$ cat config.mk
export PLATFORM = sky130hd
export DESIGN_NAME = rowcasc_top
export DESIGN_NICKNAME = d
export VERILOG_FILES = /design/src/rtl/rowcasc_pkg.sv /design/src/rtl/rowcasc_ctrl.sv /design/src/rtl/rowcasc_path.sv /design/src/rtl/rowcasc_top.sv
export SDC_FILE = /design/constraint.sdc
export NUM_CORES = 1
export LEC_CHECK = 0
export BUFFER_PORTS_ARGS = -buffer_cell sky130_fd_sc_hd__buf_2
export CAP_MARGIN = 25
export CORE_MARGIN = 3
export CORE_UTILIZATION = 41
export CTS_CLUSTER_SIZE = 25
export DETAILED_ROUTE_END_ITERATION = 7
export PLACE_DENSITY = 0.72
export RECOVER_POWER = 50
export SETUP_SLACK_MARGIN = 0.15
export SLEW_MARGIN = 25
export SYNTH_ARGS = -nofsm -noshare
export SYNTH_HDL_FRONTEND = slang
export SYNTH_HIERARCHICAL = 1
export SYNTH_SLANG_ARGS = --single-unit
$ cat constraint.sdc
create_clock -name clk -period 1.8 [get_ports clk]
set_input_delay 0.09 -clock clk [delete_from_list [all_inputs] [get_ports clk]]
set_output_delay 0.09 -clock clk [all_outputs]
set_load 0.01 [all_outputs]
$ cat src/rtl/rowcasc_pkg.sv
package rowcasc_pkg;

  // Strobes from the control to the pattern datapath; at most one is high.
  typedef struct packed {
    logic loadPar;   // parallel write of the pattern
    logic shiftSer;  // serial shift-in of one bit
    logic rotate;    // ring wrapped: advance the pattern by one row
  } patStrobe_t;

endpackage

$ cat src/rtl/rowcasc_ctrl.sv
module rowcasc_ctrl
  import rowcasc_pkg::*;
#(
  parameter int NUM_CELLS = 32
) (
  input  logic       clk,
  input  logic       rstN,
  input  logic       sampleEn,
  input  logic       cellTick,
  input  logic       loadEn,
  input  logic       shiftEn,
  output patStrobe_t strobes
);

  localparam int CNT_W = (NUM_CELLS > 1) ? $clog2(NUM_CELLS) : 1;
  localparam logic [CNT_W-1:0] LAST_CELL = CNT_W'(NUM_CELLS - 1);

  logic [CNT_W-1:0] cellCnt;
  logic             lastCell;
  logic             tickTaken;

  always_comb begin
    lastCell  = (cellCnt == LAST_CELL);
    tickTaken = sampleEn && cellTick;
  end

  // Write-pointer position within the ring; frozen while sampling is stopped.
  always_ff @(posedge clk) begin
    if (!rstN) begin
      cellCnt <= '0;
    end else if (tickTaken) begin
      if (lastCell) cellCnt <= '0;
      else          cellCnt <= cellCnt + 1'b1;
    end
  end

  // Loads and shifts are accepted only while stopped; load beats shift.
  always_comb begin
    strobes          = '0;
    strobes.loadPar  = loadEn && !sampleEn;
    strobes.shiftSer = shiftEn && !sampleEn && !loadEn;
    strobes.rotate   = tickTaken && lastCell;
  end

  AST_CNT_RANGE: assert property (@(posedge clk) disable iff (!rstN)
    cellCnt <= LAST_CELL);
  AST_CNT_FROZEN: assert property (@(posedge clk) disable iff (!rstN)
    !sampleEn |=> $stable(cellCnt));
  AST_STROBE_EXCL: assert property (@(posedge clk) disable iff (!rstN)
    $onehot0(strobes));

endmodule

$ cat src/rtl/rowcasc_path.sv
module rowcasc_path
  import rowcasc_pkg::*;
#(
  parameter int NUM_ROWS = 4,
  parameter logic [NUM_ROWS-1:0] RESET_PATTERN = '1
) (
  input  logic                clk,
  input  logic                rstN,
  input  patStrobe_t          strobes,
  input  logic [NUM_ROWS-1:0] loadVal,
  input  logic                serIn,
  input  logic                chainMode,
  output logic [NUM_ROWS-1:0] patQ
);

  localparam int TOP = NUM_ROWS - 1;

  logic                feedBit;
  logic [NUM_ROWS-1:0] patD;

  always_comb begin
    feedBit = chainMode ? serIn : patQ[TOP];
    patD    = patQ;
    if (strobes.loadPar)       patD = loadVal;
    else if (strobes.shiftSer) patD = {patQ[TOP-1:0], serIn};
    else if (strobes.rotate)   patD = {patQ[TOP-1:0], feedBit};
  end

  always_ff @(posedge clk) begin
    if (!rstN) patQ <= RESET_PATTERN;
    else       patQ <= patD;
  end

  AST_HOLD_IDLE: assert property (@(posedge clk) disable iff (!rstN)
    (strobes == '0) |=> $stable(patQ));
  AST_ROTATE_MOVE: assert property (@(posedge clk) disable iff (!rstN)
    strobes.rotate |=> (patQ[TOP:1] == $past(patQ[TOP-1:0])));
  AST_CIRCULATE: assert property (@(posedge clk) disable iff (!rstN)
    (strobes.rotate && !chainMode) |=> ($countones(patQ) == $countones($past(patQ))));
  AST_CHAIN_FEED: assert property (@(posedge clk) disable iff (!rstN)
    (strobes.rotate && chainMode) |=> (patQ[0] == $past(serIn)));
  AST_SHIFT_IN: assert property (@(posedge clk) disable iff (!rstN)
    strobes.shiftSer |=> (patQ[0] == $past(serIn)));

endmodule

$ cat src/rtl/rowcasc_top.sv
module rowcasc_top
  import rowcasc_pkg::*;
#(
  parameter int NUM_ROWS  = 4,
  parameter int NUM_CELLS = 32
) (
  input  logic                clk,
  input  logic                rstN,
  input  logic                sampleEn,
  input  logic                cellTick,
  input  logic                loadEn,
  input  logic [NUM_ROWS-1:0] loadPattern,
  input  logic                shiftEn,
  input  logic                serIn,
  input  logic                chainMode,
  output logic [NUM_ROWS-1:0] rowEn,
  output logic                serOut,
  output logic [NUM_ROWS-1:0] patternOut
);

  patStrobe_t          strobes;
  logic [NUM_ROWS-1:0] patQ;

  rowcasc_ctrl #(.NUM_CELLS(NUM_CELLS)) i_ctrl (
    .clk      (clk),
    .rstN     (rstN),
    .sampleEn (sampleEn),
    .cellTick (cellTick),
    .loadEn   (loadEn),
    .shiftEn  (shiftEn),
    .strobes  (strobes)
  );

  rowcasc_path #(.NUM_ROWS(NUM_ROWS), .RESET_PATTERN('1)) i_path (
    .clk       (clk),
    .rstN      (rstN),
    .strobes   (strobes),
    .loadVal   (loadPattern),
    .serIn     (serIn),
    .chainMode (chainMode),
    .patQ      (patQ)
  );

  always_comb begin
    rowEn      = sampleEn ? patQ : '0;
    serOut     = patQ[NUM_ROWS-1];
    patternOut = patQ;
  end

  AST_NO_WRITE_SAMPLING: assert property (@(posedge clk) disable iff (!rstN)
    (sampleEn && !cellTick) |=> $stable(patternOut));
  AST_SEROUT_LAST: assert property (@(posedge clk) disable iff (!rstN)
    $rose(serOut) |-> $past(patQ[NUM_ROWS-2]) || strobes == '0 || $past(strobes.loadPar));

endmodule

After elaboration in Yosys (flattened, before gate mapping)
Index checks and enable logic that the tools add are counted.
{"block": "word_totals", "regBits": 9, "inputBits": 12, "output_inout_bits": 9, "elab_cells": 18}
{"block": "op_classes", "add_sub_neg": 1, "eq_ne": 1, "muxes": 6, "n_reduce_logical": 8}
{"operator": "4-bit 2-to-1 mux", "n": 4}
{"operator": "5-bit by 1-bit adder with 5-bit output, second input constant", "n": 1}
{"operator": "5-bit == test, second input constant", "n": 1}
{"operator": "1-bit logical AND", "n": 5}
{"operator": "5-bit 2-to-1 mux", "n": 1}
{"operator": "3-bit nonzero test", "n": 1}
{"operator": "1-bit zero test", "n": 2}
{"operator": "1-bit 2-to-1 mux", "n": 1}

Longest topological paths before layout
Gate-level depths: netlist of run 1.
{"block": "logic_depth", "ltp_word": 5, "depth_mapped": 7, "depth_no_buf": 7}

Hierarchy
Netlist of run 1, hierarchy kept.
{"mod": "rowcasc_ctrl", "n_inst": 1, "cells_per_inst": 30, "area_per_inst_um2": 275.3, "seq_area_each_um2": 100.1}
{"mod": "rowcasc_path", "n_inst": 1, "cells_per_inst": 26, "area_per_inst_um2": 234.0, "seq_area_each_um2": 80.1}
{"mod": "rowcasc_top", "n_inst": 1, "cells_per_inst": 5, "area_per_inst_um2": 32.5, "seq_area_each_um2": 0.0}

Worst setup path after synthesis of run 1
Ideal clock, no wire load.
{"block": "synth_timing", "path_kind": "register to register", "start": "register i_ctrl.cellCnt[0]", "end": "register i_path.patQ[0]", "setup_time_ps": 134, "arrival_time_ps": 1607, "required_ps": 1666, "path_slack_ps": 59, "path_stages_with_launch": 8, "path_buffers": 0, "synth_period_minus_slack_ps": 1741, "cell_sequence": "dfxtp_1 -> ha_1 -> and3_1 -> ha_1 -> and3_2 -> or3_4 -> o21ai_2 -> o311ai_2"}
{"element": "start, declared", "line": "rowcasc_ctrl.sv:18", "text": "logic [CNT_W-1:0] cellCnt;"}
{"element": "start signal, assigned", "line": "rowcasc_ctrl.sv:33", "text": "else cellCnt <= cellCnt + 1'b1;"}
{"element": "end signal, assigned", "line": "rowcasc_path.sv:31", "text": "else patQ <= patD;"}
{"element": "end, declared", "line": "rowcasc_path.sv:13", "text": "output logic [NUM_ROWS-1:0] patQ"}

==> results of run 1 <==
## state kept, by name, summed over array words and instances (netlist names)
register / flops
i_path/patQ: 4
i_ctrl/cellCnt: 5
## layer usage
layer / routed length [um] / global-route usage (%) / vias up / share of wire [%]
met2: 504 / 20.97 / 15 / 45
met1: 549 / 19.69 / 230 / 49
met4: 14 / 9.317 / 0 / 1.2
met3: 57 / 2.575 / 2 / 5.1
li1: - / - / 272 / -
met5: 0 / 0 / - / 0
## power groups by stage
| stage | clock [W] | sequential, W | combinational, W |
|---|---|---|---|
| floorplan | 0 | 0.000220 | 0.0000510 |
| global placement | 0 | 0.000218 | 0.0000870 |
| detailed placement | 0 | 0.000219 | 0.0000873 |
| CTS | 0.000163 | 0.000215 | 0.0000880 |
| global route | 0.000180 | 0.000217 | 0.0000956 |
| finish | 0.000157 | 0.000216 | 0.0000849 |
## what timing repair did
| action | CTS | global route |
|---|---|---|
| gates resized for setup | 7 | 1 |
| setup buffers | 2 | 0 |
| hold buffers | 0 | 0 |
| gates cloned | 0 | 0 |
| pin swaps | 1 | 2 |
| setup endpoints to repair | 4 | 5 |
## Yosys cell counts
master	count	area (um2)
nor3b_1	1	7.510
nand2_2	1	6.260
buf_4	1	7.510
o311ai_2	1	16.27
nor4_1	1	6.260
nor3_4	1	16.27
a21boi_0	2	15.01
o21ai_0	2	10.01
or3_4	1	11.26
o21ai_1	3	15.01
nor3_1	1	5.000
and4bb_2	1	12.51
or4_1	1	7.510
nand2_1	3	11.26
inv_1	1	3.750
dfxtp_1	9	180.2
or4b_1	1	10.01
a21oi_1	1	5.000
nand3_1	3	15.01
a21boi_1	2	15.01
and2b_2	1	8.760
nor2_1	5	18.77
buf_6	1	11.26
a211oi_1	3	22.52
and3_2	1	7.510
and3_1	1	6.260
and2_1	4	25.02
nor2b_1	4	25.02
o21ai_2	1	8.760
ha_1	2	25.02
a31oi_1	1	6.260
## worst paths after layout
check / startpoint / end / slack (ns) / cells past startpoint
worst max register to register: i_ctrl/cellCnt[0] / i_path/patQ[0] / 0.14 / 7
worst min-delay path: rstN / i_path/patQ[0] / 0.09 / 2
worst min register to register: i_ctrl/cellCnt[1] / i_ctrl/cellCnt[1] / 0.50 / 2
worst max-delay path: i_ctrl/cellCnt[0] / i_path/patQ[0] / 0.14 / 7
## layout by cell type, fill, tap and decap left out, drive strengths merged
cell type,instances
a211oi,3
a21boi,4
a21oi,1
a31oi,1
and2,4
and2b,1
and3,2
and4bb,1
buf,16
clkbuf,11
dfxtp,9
ha,2
inv,1
nand2,4
nand3,3
nor2,5
nor2b,4
nor3,2
nor3b,1
nor4,1
o21ai,6
o311ai,1
or3,1
or4,1
or4b,1
## cells by family after synthesis
kind of cell	share of synthesized area, %
compound gates	21.01
fa+ha+maj	4.618
buf+inv	4.157
flops	33.26
simple gates	36.95
## layout make-up
type	instances	area share (%)
multi-input combinational	49	52.16
sequential	9	25.56
timing repair buffer	23	15.72
clock buffer	4	3.627
tap	14	2.418
inverter	1	0.5181
## stage by stage
stage / util (%) / std cells / setup slack [ns] / hold slack [ns] / power [W]
2_1_floorplan: - / 61 / 0.1570 / 0.1634 / 0.0002711
3_3_place_gp: 56.09 / 94 / 0.1044 / 0.3558 / 0.0003053
3_5_place_dp: 56.09 / 94 / 0.08738 / 0.3657 / 0.0003061
4_1_cts: 62.39 / 100 / 0.1503 / 0.09041 / 0.0004662
5_1_grt: 61.86 / 100 / 0.1098 / 0.08634 / 0.0004920
6_report: 61.86 / 100 / 0.1400 / 0.09429 / 0.0004576
## critical path: stages, from the launching register on
cell and delay, ns:
dfxtp_4 0.36, ha_4 0.16, and3_4 0.18, ha_4 0.16, and3_4 0.15, or3_4 0.36
o21ai_2 0.08, o311ai_2 0.09
==> impl_metrics.env, run 1 <==
export IMPL_crit_type="reg -> reg"
export IMPL_relSlewSlack_pct=80.19
export IMPL_end_kind="flop"
export IMPL_finalCritPeriodShare_pct=92.22
export IMPL_antenna_found_initial=0
export IMPL_ioPinCount=21
export IMPL_syn_num_nets=75
export IMPL_cts_tree="done"
export IMPL_p_int_w=0.0003327
export IMPL_power_density_nw_per_um2=631.6
export IMPL_io_buffers=20
export IMPL_vias_per_cell=5.190
export IMPL_yosysSeqAreaShare_pct=33.26
export IMPL_ys_types=31
export IMPL_grt_usage_pct=14.60
export IMPL_drt_first_pass_iters=4
export IMPL_placed_area_um2=656.9
export IMPL_skew_ns=0.0003857
export IMPL_grt_pass1_wl_mm=2.014
export IMPL_path_clk_slew_ns=0.06
export IMPL_swShare_pct=27.28
export IMPL_fillers=117
export IMPL_drive_above_1_share_pct=39.53
export IMPL_maxCapViolCount=0
export IMPL_critPathMaxFanout=5
export IMPL_cp_required_ns=1.93
export IMPL_syn_to_final_growth_pct=33.72
export IMPL_postSynthAreaPerCell_um2=8.881
export IMPL_rows=12
export IMPL_finalCriticalPeriod_ns=1.660
export IMPL_clock_latency_ns=0.25
export IMPL_rsz0062_at_grt="true"
export IMPL_die_h_um=42.35
export IMPL_clkPwrFrac_pct=34.3
export IMPL_final_nets=101
export IMPL_num_vias=519
export IMPL_root_buffer="clkbuf_4"
export IMPL_grt_max_degree=12
export IMPL_ys_ff_latch=9
export IMPL_leakagePower_nw=0.2675
export IMPL_pwr_share_comb_pct=18.6
export IMPL_final_hold_violation_count=0
export IMPL_synth_cells=61
export IMPL_diodes=0
export IMPL_final_cell_area_um2=724.4
export IMPL_grt_pass1_vias=466
export IMPL_seqPwrFrac_pct=47.1
export IMPL_hold_path_class="in -> reg"
export IMPL_dp_hpwl_um=872.8
export IMPL_setup_viol=0
export IMPL_drt_iter0_drc=9
export IMPL_maxSlewViolCount=0
export IMPL_cts_buffers=3
export IMPL_routed_wl_mm=1.126
export IMPL_cp_arrival_ns=1.79
export IMPL_cts_sinks=9
export IMPL_outcome="finished clean"
export IMPL_gr_total_overflow=0
export IMPL_die_x_um=42.35
export IMPL_multi_input_area_um2=377.9
export IMPL_clockBufferDepth=2
export IMPL_htree_levels=1
export IMPL_syn_cell_area_um2=541.8
export IMPL_place_congestion=0.7903
export IMPL_layout_area_seq_um2=185.2
export IMPL_wl_per_cell_um=11.26
export IMPL_finalSetupTns_ns=0
export IMPL_irDropWorstVdd_v=0.0003225
export IMPL_ys_warn_count=6
export IMPL_coreArea_um2=1171
export IMPL_power_switching_w=0.0001248
export IMPL_cp_start_kind="flop"
export IMPL_start_util_pct=46.26
export IMPL_die_area_um2=1794
export IMPL_ant_nets=0
export IMPL_drc_errors=0
export IMPL_fmax_ghz=0.6024
export IMPL_worstMarginPinSlew_ns=0.2944
Note: power is estimated with default switching activity, not from simulation.
==> run 2: changes to the inputs <==
Settings changed: CORE_AREA set to 3 3 40 42, CORE_MARGIN 3 to unset, CORE_UTILIZATION 41 to unset, DIE_AREA set to 0 0 43 45, PLACE_DENSITY 0.72 to 0.69.
Clock period 1.8 ns to 2.1 ns, I/O delays scaled along.
==> impl_metrics.env, run 2 (synthesized netlist as in run 1, its figures left out) <==
export IMPL_timing_hold_ws_ns=0.1078
export IMPL_critPathMaxFanout=6
export IMPL_dp_hpwl_um=965.1
export IMPL_place_congestion=0.7217
export IMPL_finalCritPeriodShare_pct=85.99
export IMPL_die_area_um2=1935
export IMPL_clockBufferDepth=2
export IMPL_maxCapViolCount=0
export IMPL_drt_first_pass_iters=3
export IMPL_die_x_um=43
export IMPL_cts_sinks=9
export IMPL_start_util_pct=42.16
export IMPL_setup_viol=0
export IMPL_worstMarginPinSlew_ns=0.3043
export IMPL_htree_levels=1
export IMPL_irDropWorstVdd_v=0.0003217
export IMPL_hold_end="i_path/patQ[0]"
export IMPL_drc_errors=0
export IMPL_rsz0062_at_grt="false"
export IMPL_wl_per_cell_um=12.63
export IMPL_coreArea_um2=1285
export IMPL_grt_pass1_vias=496
export IMPL_rows=13
export IMPL_rr_startpoint="i_ctrl/cellCnt[0]"
export IMPL_io_buffers=20
export IMPL_grt_max_degree=12
export IMPL_mostFrequentLayoutCells="13 x buf_2, 9 x dfxtp_1, 8 x clkbuf_1"
export IMPL_cp_required_ns=2.25
export IMPL_hold_path_class="in -> reg"
export IMPL_final_cell_area_um2=669.4
export IMPL_grt_usage_pct=15.11
export IMPL_layout_commonest_cell="buf_2"
export IMPL_vias_per_cell=5.354
export IMPL_max_flop_register="i_ctrl/cellCnt"
export IMPL_cp_arrival_ns=1.95
export IMPL_power_density_nw_per_um2=589.3
export IMPL_clock_latency_ns=0.26
export IMPL_final_hold_violation_count=0
export IMPL_gr_total_overflow=0
export IMPL_placed_area_um2=649.4
export IMPL_die_h_um=45
export IMPL_fmax_ghz=0.5538
export IMPL_diodes=0
export IMPL_reg2reg_depth=7
export IMPL_holdBufCountCts=0
export IMPL_outcome="finished clean"
export IMPL_finalSetupTns_ns=0
export IMPL_routed_wl_mm=1.250
export IMPL_ant_nets=0
export IMPL_cts_buffers=3
export IMPL_largest_register_ff_count=5
export IMPL_drt_iter0_drc=7
export IMPL_r2r_end="i_path/patQ[2]"
export IMPL_postCtsResizedCells=0
export IMPL_num_vias=530
export IMPL_leakagePower_nw=0.2610
export IMPL_cts_tree="done"
export IMPL_path_clk_slew_ns=0.06
export IMPL_postCtsSetupBuffers=0
export IMPL_syn_to_final_growth_pct=23.56
export IMPL_crit_type="reg -> reg"
export IMPL_finalCriticalPeriod_ns=1.806
export IMPL_end_kind="flop"
export IMPL_hold_start="rstN"
export IMPL_drive_above_1_share_pct=30.95
export IMPL_final_nets=99
export IMPL_min_path_cells=2
export IMPL_ff2ff_setup_slack_ns=0.29
export IMPL_cp_start_kind="flop"
export IMPL_antenna_found_initial=0
export IMPL_skew_ns=0.0001927
export IMPL_maxSlewViolCount=0
export IMPL_ioPinCount=21
export IMPL_relSlewSlack_pct=79.53
export IMPL_grt_pass1_wl_mm=2.145
export IMPL_root_buffer="clkbuf_4"
export IMPL_top_regs="i_ctrl/cellCnt (5), i_path/patQ (4)"
run 2: final cells by class:
cell class                      count  area, um2
Fill cell                         122      615.6
Multi-Input combinational cell     49      341.6
Sequential cell                     9      180.2
Timing Repair Buffer               21      98.84
Clock buffer                        4      26.28
Tap cell                           15      18.77
Inverter                            1      3.754
run 2: how the worst max path moves through the flow:
stage	start	endpoint	cells past startpoint
2_1_floorplan	i_ctrl/cellCnt[0]	i_path/patQ[0]	7
3_3_place_gp	i_ctrl/cellCnt[0]	i_path/patQ[2]	7
3_5_place_dp	i_ctrl/cellCnt[0]	i_path/patQ[2]	7
4_1_cts	i_ctrl/cellCnt[0]	i_path/patQ[2]	7
5_1_grt	i_ctrl/cellCnt[0]	i_path/patQ[2]	7
6_report	i_ctrl/cellCnt[0]	i_path/patQ[2]	7
run 2: routing by layer:
metal | GRT usage [%] | part of all wire, %
met5 | 0 | 0
met4 | 9.036 | 2.3
met3 | 4.382 | 6.7
met2 | 23.65 | 47
met1 | 18.45 | 44
run 2: power by group:
group	internal [W]	switching [W]
Combinational	0.0000343	0.0000380
Clock	0.0000734	0.0000646
Sequential	0.000177	0.00000677
run 2: stage by stage:
stage                     worst slack [ns]  instances  utilization (%)  total power, W
after CTS                           0.2292         99            52.58       0.0004007
after global routing                0.1897         99            52.09       0.0004147
after global placement              0.2773         95            50.54       0.0002617
final                               0.2943         99            52.09       0.0003945
after floorplan                     0.3586         61                -       0.0002322
after detailed placement            0.2479         95            50.54       0.0002635
run 2: critical path, stage by stage, from the launching register on:
cell and delay (ns):
dfxtp_1 0.34, ha_1 0.22, and3_1 0.19, ha_2 0.20, and3_2 0.21, or3_4 0.35
nor2_1 0.10, o21ai_1 0.07
